File: src/rtl/tsi_pkg.sv
package tsi_pkg;
  parameter int WORD_W = 16;

  typedef struct packed {
    logic              msg;
    logic [WORD_W-1:0] field;
  } cm_entry_t;
endpackage

File: src/rtl/tsi_timing.sv
module tsi_timing #(
  parameter int SLOTS = 32,
  parameter int AW    = $clog2(SLOTS)
) (
  input  logic          clk,
  input  logic          rst_n,
  input  logic          frame_i,
  output logic [AW-1:0] slot_o,
  output logic          bank_o
);
  localparam logic [AW-1:0] LAST = AW'(SLOTS - 1);

  logic [AW-1:0] slot_q, slot_d;
  logic          bank_q, bank_d;

  always_comb begin
    slot_d = slot_q;
    bank_d = bank_q;
    if (frame_i) begin
      slot_d = '0;
      bank_d = ~bank_q;
    end else if (slot_q == LAST) begin
      slot_d = '0;
    end else begin
      slot_d = slot_q + 1'b1;
    end
  end

  always_ff @(posedge clk or negedge rst_n) begin
    if (!rst_n) begin
      slot_q <= '0;
      bank_q <= 1'b0;
    end else begin
      slot_q <= slot_d;
      bank_q <= bank_d;
    end
  end

  assign slot_o = slot_q;
  assign bank_o = bank_q;
endmodule

File: src/rtl/tsi_dmem.sv
module tsi_dmem #(
  parameter int SLOTS = 32,
  parameter int AW    = $clog2(SLOTS),
  parameter int DW    = 16
) (
  input  logic          clk,
  input  logic          wr_bank_i,
  input  logic [AW-1:0] wr_addr_i,
  input  logic [DW-1:0] wr_data_i,
  input  logic [AW-1:0] sw_addr_i,
  output logic [DW-1:0] sw_data_o,
  input  logic [AW-1:0] cpu_addr_i,
  output logic [DW-1:0] cpu_data_o
);
  localparam int BANKS = 2;

  logic [DW-1:0] sw_rd  [BANKS];
  logic [DW-1:0] cpu_rd [BANKS];

  for (genvar b = 0; b < BANKS; b++) begin : g_bank
    logic [DW-1:0] mem [SLOTS];
    logic          we;

    assign we = (wr_bank_i == 1'(b));

    always_ff @(posedge clk) begin
      if (we) mem[wr_addr_i] <= wr_data_i;
    end

    assign sw_rd[b]  = mem[sw_addr_i];
    assign cpu_rd[b] = mem[cpu_addr_i];
  end

  // Both read ports look at the bank not being filled.
  assign sw_data_o  = sw_rd[~wr_bank_i];
  assign cpu_data_o = cpu_rd[~wr_bank_i];
endmodule

File: src/rtl/tsi_cmem.sv
module tsi_cmem
  import tsi_pkg::*;
#(
  parameter int SLOTS = 32,
  parameter int AW    = $clog2(SLOTS)
) (
  input  logic          clk,
  input  logic          rst_n,
  input  logic          wr_en_i,
  input  logic [AW-1:0] wr_addr_i,
  input  cm_entry_t     wr_entry_i,
  input  logic          load_i,
  input  logic [AW-1:0] rd_addr_i,
  output cm_entry_t     rd_entry_o
);
  cm_entry_t shadow_q [SLOTS];
  cm_entry_t shadow_d [SLOTS];
  cm_entry_t active_q [SLOTS];
  cm_entry_t active_d [SLOTS];

  always_comb begin
    shadow_d = shadow_q;
    if (wr_en_i) shadow_d[wr_addr_i] = wr_entry_i;
    // A write in the load cycle is forwarded into the new active map.
    active_d = load_i ? shadow_d : active_q;
  end

  always_ff @(posedge clk or negedge rst_n) begin
    if (!rst_n) begin
      for (int i = 0; i < SLOTS; i++) begin
        shadow_q[i] <= '0;
        active_q[i] <= '0;
      end
    end else begin
      if (wr_en_i) shadow_q <= shadow_d;
      if (load_i)  active_q <= active_d;
    end
  end

  assign rd_entry_o = active_q[rd_addr_i];
endmodule

File: src/rtl/tsi_switch.sv
module tsi_switch
  import tsi_pkg::*;
#(
  parameter int SLOTS = 32,
  parameter int AW    = $clog2(SLOTS)
) (
  input  logic              clk,
  input  logic              rst_n,
  input  logic              frame_i,
  input  logic [WORD_W-1:0] din_i,
  input  logic              oe_i,
  input  logic              count_only_i,
  output logic [WORD_W-1:0] dout_o,
  output logic              dout_oe_o,
  input  logic              cpu_wr_i,
  input  logic              cpu_rd_i,
  input  logic [AW-1:0]     cpu_addr_i,
  input  logic [WORD_W:0]   cpu_wdata_i,
  output logic [WORD_W-1:0] cpu_rdata_o
);
  logic [AW-1:0]     slot_w;
  logic              bank_w;
  cm_entry_t         entry_w;
  cm_entry_t         wr_entry_w;
  logic [WORD_W-1:0] sw_data_w;
  logic [WORD_W-1:0] cpu_dm_w;

  logic [WORD_W-1:0] dout_q, dout_d;
  logic              oe_q, oe_d;
  logic [WORD_W-1:0] rdata_q, rdata_d;

  tsi_timing #(.SLOTS(SLOTS), .AW(AW)) u_timing (
    .clk     (clk),
    .rst_n   (rst_n),
    .frame_i (frame_i),
    .slot_o  (slot_w),
    .bank_o  (bank_w)
  );

  assign wr_entry_w = cm_entry_t'(cpu_wdata_i);

  tsi_cmem #(.SLOTS(SLOTS), .AW(AW)) u_cmem (
    .clk        (clk),
    .rst_n      (rst_n),
    .wr_en_i    (cpu_wr_i),
    .wr_addr_i  (cpu_addr_i),
    .wr_entry_i (wr_entry_w),
    .load_i     (frame_i),
    .rd_addr_i  (slot_w),
    .rd_entry_o (entry_w)
  );

  tsi_dmem #(.SLOTS(SLOTS), .AW(AW), .DW(WORD_W)) u_dmem (
    .clk        (clk),
    .wr_bank_i  (bank_w),
    .wr_addr_i  (slot_w),
    .wr_data_i  (din_i),
    .sw_addr_i  (entry_w.field[AW-1:0]),
    .sw_data_o  (sw_data_w),
    .cpu_addr_i (cpu_addr_i),
    .cpu_data_o (cpu_dm_w)
  );

  always_comb begin
    oe_d    = oe_i & ~count_only_i;
    dout_d  = '0;
    if (oe_d) dout_d = entry_w.msg ? entry_w.field : sw_data_w;
    rdata_d = cpu_rd_i ? cpu_dm_w : rdata_q;
  end

  always_ff @(posedge clk or negedge rst_n) begin
    if (!rst_n) begin
      dout_q  <= '0;
      oe_q    <= 1'b0;
      rdata_q <= '0;
    end else begin
      dout_q  <= dout_d;
      oe_q    <= oe_d;
      if (cpu_rd_i) rdata_q <= rdata_d;
    end
  end

  assign dout_o      = dout_q;
  assign dout_oe_o   = oe_q;
  assign cpu_rdata_o = rdata_q;
endmodule

File: config.mk
export PLATFORM = sky130hd
export DESIGN_NAME = tsi_switch
export DESIGN_NICKNAME = d
export VERILOG_FILES = /design/src/rtl/tsi_pkg.sv /design/src/rtl/tsi_timing.sv /design/src/rtl/tsi_dmem.sv /design/src/rtl/tsi_cmem.sv /design/src/rtl/tsi_switch.sv
export SDC_FILE = /design/constraint.sdc
export NUM_CORES = 2
export LEC_CHECK = 0
export CAP_MARGIN = 10
export CELL_PAD_IN_SITES_DETAIL_PLACEMENT = 1
export CELL_PAD_IN_SITES_GLOBAL_PLACEMENT = 2
export CORE_MARGIN = 2
export CORE_UTILIZATION = 45
export CTS_CLUSTER_DIAMETER = 30
export DETAILED_ROUTE_END_ITERATION = 6
export GPL_TIMING_DRIVEN = 0
export MAX_ROUTING_LAYER = met4
export PLACE_DENSITY = 0.84
export SYNTH_ARGS = -nofsm -noshare
export SYNTH_HDL_FRONTEND = slang
export SYNTH_SLANG_ARGS = --single-unit
File: constraint.sdc
create_clock -name clk -period 8.5 [get_ports clk]
set_input_delay 2.55 -clock clk [delete_from_list [all_inputs] [get_ports clk]]
set_output_delay 2.55 -clock clk [all_outputs]
set_load 0.02 [all_outputs]
==> metrics.csv <==
metric,value,unit
status,"finished, violations left",
violations in the final reports,"max-capacitance violations, max-slew violations",
root buffer selected by CTS,sky130_fd_sc_hd__clkbuf_16,
Yosys top cell by area,sky130_fd_sc_hd__edfxtp_1,
first-pass GRT wire length,559600,um
maximum cell stage delay along the critical path,1210,ps
"commonest cells after routing, fill and taps aside","1146 x sky130_fd_sc_hd__mux2_2, 1127 x sky130_fd_sc_hd__dfrtp_1, 1024 x sky130_fd_sc_hd__edfxtp_1, 579 x sky130_fd_sc_hd__nand2_1, 473 x sky130_fd_sc_hd__clkbuf_16",
final setup margin,412.7,ps
pin count of the biggest net entering global routing,189,
total vias in the final route,66010,
power density over the cells,325.2,nW/um2
DIE WIDTH,462.8,um
predominant post-synthesis flop cell,sky130_fd_sc_hd__dfrtp_1,
peak clock frequency supported by timing,123.7,MHz
clock latency of the later-clocked register in the worst-skew pair,1030,ps
critical-path maximum fanout,11,
Post-Synthesis Cell Area,94710,um2
IR Drop Worst-Case VDD,0.2854,mV
RSZ-0062 raised after global routing,no,
average size of a mapped cell,15.50,um2
most area-consuming cells after synthesis,"sky130_fd_sc_hd__edfxtp_1 32%, sky130_fd_sc_hd__dfrtp_1 30%, sky130_fd_sc_hd__mux2_2 14%",
worst max-slew margin expressed relative to the limit,-5.497,%
clock transition at the register clock pins on the worst setup and hold paths after CTS,50,ps
fraction of power consumed by combinational cells,18.3,%
sequential share of power,33.7,%
proportion of layout cells with a drive suffix above 1,37.49,%
Crit path arrival time,9030,ps
count of pins over their slew limit,24,
count of buffering cells on the critical path with inverters included,5,
Sw Ratio,29.64,%
cell count after placement,9089,
register bit total from synthesis,2151,
estimated wirelength of the detail-placed design,281500,um
most frequent standard cell in the layout excluding fill and tap cells,sky130_fd_sc_hd__mux2_2,
total nets after synthesis,6159,
via count of the first global-routing pass,68900,
critical path start-end classification,in -> reg,
time the worst path needs with I/O delays and setup,8087,ps
"Period Utilization, post-route",95.14,%
relative contribution of the clock network to total power,48.0,%
area added between synthesis and finish,23.56,%
static leakage power,0.04607,uW
Post-synth EDFFs,1024,
crit path launch type,input port,
total CTS buffers,468,
top-level I/O count,78,
num rows,168,
routed length per placed instance,41.05,um
number of detailed-route iterations in the first pass,6,
clock net sink count,2151,
async set or reset register ratio after synthesis,52.39,%
count of fill cells added during filler insertion,19360,
critical path's top delay family,buffers and inverters,
instance count of the mapped netlist,6109,
vertical extent of the die,462.8,um
CTS H-tree lvls,5,
Initial Util,45.24,%
cell-by-cell trace of the critical path,"clkbuf_1, clkbuf_1, buf_2, clkbuf_1, clkbuf_1, mux4_2, mux2i_1, o2111ai_1, nand3_1, o21ai_0",
all-layer global routing usage,38.84,%
"Setup violations, final",0,
post-CTS resize count,0,
CORE AREA,209400,um2
Post-Place Setup Slack,-285.3,ps
remaining global-route overflow,0,
Die ar.,214100,um2
Critical Path Most Common Cell,sky130_fd_sc_hd__clkbuf_1,
distinct cell type count of the synthesized netlist,78,
share of the yosys chip area belonging to registers,62.25,%
area share of the largest cell type after synthesis,32.47,%
Final #Nets,6812,
DR vias/cell,6.620,
sort of element at the end of the critical path,flip-flop,
max-cap violations,2,
footprint of the multi-input gates,33950,um2
net load switching power,11280,uW
area taken by flip-flops and latches,58950,um2
number of antenna violations at the first check in global routing,19,
Critical-path top delay cell,sky130_fd_sc_hd__clkbuf_1,
clock tree from TritonCTS,done,
residual antenna-violating net count after detailed routing,0,
"Cell Count, Final, Fillers Out",9971,
DRC violation total after the first TritonRoute iteration,9267,
"Warnings, synthesis",0,
class of the tightest hold or removal check,reg -> reg,
Total Wirelength,409300,um
Worst Tran Pin Value,1582,ps
fin util,55.90,%
cell internal power dissipation,26780,uW
number of endpoints with negative hold slack in the final report,0,
maximum clock skew at final layout,74.73,ps
number of port buffers,73,
total DRC errors in the routed layout,0,
# Post-CTS Setup Buffers,0,
required time of the worst setup path,9440,ps
hold bufs inserted after CTS,0,
maximum count of clock buffers along a single path,4,
Routability Congestion,1.191,
==> cell usage after synthesis, types with 4 or more instances <==
master	count
sky130_fd_sc_hd__mux2_2	1146
sky130_fd_sc_hd__dfrtp_1	1127
sky130_fd_sc_hd__edfxtp_1	1024
sky130_fd_sc_hd__nand2_1	579
sky130_fd_sc_hd__mux4_2	383
sky130_fd_sc_hd__mux2i_1	352
sky130_fd_sc_hd__clkbuf_1	266
sky130_fd_sc_hd__nand3_1	238
sky130_fd_sc_hd__nor2_1	141
sky130_fd_sc_hd__buf_2	131
sky130_fd_sc_hd__a22oi_1	79
sky130_fd_sc_hd__a31oi_1	53
sky130_fd_sc_hd__o22ai_1	50
sky130_fd_sc_hd__a32oi_1	44
sky130_fd_sc_hd__a21oi_1	38
sky130_fd_sc_hd__buf_1	38
sky130_fd_sc_hd__nand4_1	38
sky130_fd_sc_hd__o21ai_0	37
sky130_fd_sc_hd__a211oi_1	28
sky130_fd_sc_hd__inv_1	25
sky130_fd_sc_hd__o211ai_1	24
sky130_fd_sc_hd__a211o_1	19
sky130_fd_sc_hd__a221oi_1	19
sky130_fd_sc_hd__nor2b_1	19
sky130_fd_sc_hd__o2111ai_1	19
sky130_fd_sc_hd__a22o_1	14
sky130_fd_sc_hd__and3_1	13
sky130_fd_sc_hd__buf_4	13
sky130_fd_sc_hd__a311oi_1	11
sky130_fd_sc_hd__buf_6	10
sky130_fd_sc_hd__nand2b_1	10
sky130_fd_sc_hd__a2111oi_0	9
sky130_fd_sc_hd__or4_1	9
sky130_fd_sc_hd__nor3_1	8
sky130_fd_sc_hd__o221ai_1	7
sky130_fd_sc_hd__or3_1	7
sky130_fd_sc_hd__nor3b_1	6
sky130_fd_sc_hd__a2bb2oi_1	5
sky130_fd_sc_hd__ha_1	5
sky130_fd_sc_hd__nor4_1	5
sky130_fd_sc_hd__nor4_2	5
sky130_fd_sc_hd__and2_1	4
sky130_fd_sc_hd__nor4_4	4
==> cells by family after synthesis <==
| kind of cell | count (synthesis) | share of synthesized area (%) |
|---|---|---|
| buffers and inverters | 485 | 2.238 |
| DFF | 2151 | 62.25 |
| muxes | 1881 | 26.45 |
| xor gates and xnor gates | 2 | 0.01850 |
| and+or+nand+nor | 1101 | 5.199 |
| adders and majority gates | 5 | 0.06606 |
| AOI/OAI and AO/OA | 484 | 3.777 |
==> through the flow <==
step / instance area [um2] / total power (uW) / hold WS [ps] / setup TNS (ps)
6_report: 117000 / 38060 / 489.0 / 0
4_1_cts: 116800 / 37720 / 489.5 / 0
3_5_place_dp: 101100 / 19440 / 477.9 / -957.9
2_1_floorplan: 94710 / 16170 / 466.8 / 0
3_3_place_gp: 98950 / 19230 / 473.4 / -
5_1_grt: 117000 / 38680 / 500.8 / 0
==> worst paths after layout <==
check	depth (start not counted)	slack [ps]	startpoint	to
max in group asynchronous	4	4170	rst_n	u_cmem.active_q[373]$_DFFE_PN0P_
worst min-delay path	1	490	u_cmem.shadow_q[369]$_DFFE_PN0P_	u_cmem.shadow_q[369]$_DFFE_PN0P_
worst max register to register	14	1440	u_timing.slot_o[4]$_DFF_PN0_	dout_o[12]$_DFF_PN0_
worst min register to register	1	490	u_cmem.shadow_q[369]$_DFFE_PN0P_	u_cmem.shadow_q[369]$_DFFE_PN0P_
worst max-delay path	10	410	cpu_addr_i[1]	cpu_rdata_o[9]$_DFFE_PN0P_
min in group asynchronous	1	1540	rst_n	u_cmem.shadow_q[5]$_DFFE_PN0P_
==> power by group through the flow <==
stage                     Sequential [uW]  Combinational [uW]  Clock (uW)
after global placement              13000                6280           0
final                               12800                6970       18300
after global routing                12900                6960       18800
after detailed placement            12900                6540           0
after CTS                           12800                6650       18300
after floorplan                     12700                3440           0
==> state kept, by name, summed over array words and instances (netlist names) <==
signal,flops
u_dmem.g_bank.mem,1024
dout_o,16
u_cmem.shadow_q,544
u_timing.bank_o,1
cpu_rdata_o,16
u_cmem.active_q,544
u_timing.slot_o,5
dout_oe_o,1
==> metal layers <==
metal,GRT usage (%),share of wire (%)
met1,44.88,35
met2,57.95,45
met3,11.00,11
met4,28.56,8.9
met5,-,0
==> cell type report <==
class / instances / share of cell area (%)
antenna: 25 / 0.05346
buffer: 459 / 1.746
clock buffer: 561 / 10.65
clock inverter: 288 / 2.814
inverter: 26 / 0.08340
multi-input combinational: 3473 / 29.01
sequential: 2151 / 50.38
tap: 2805 / 2.999
timing repair buffer: 183 / 2.260
Note: power is estimated with default switching activity, not from simulation.
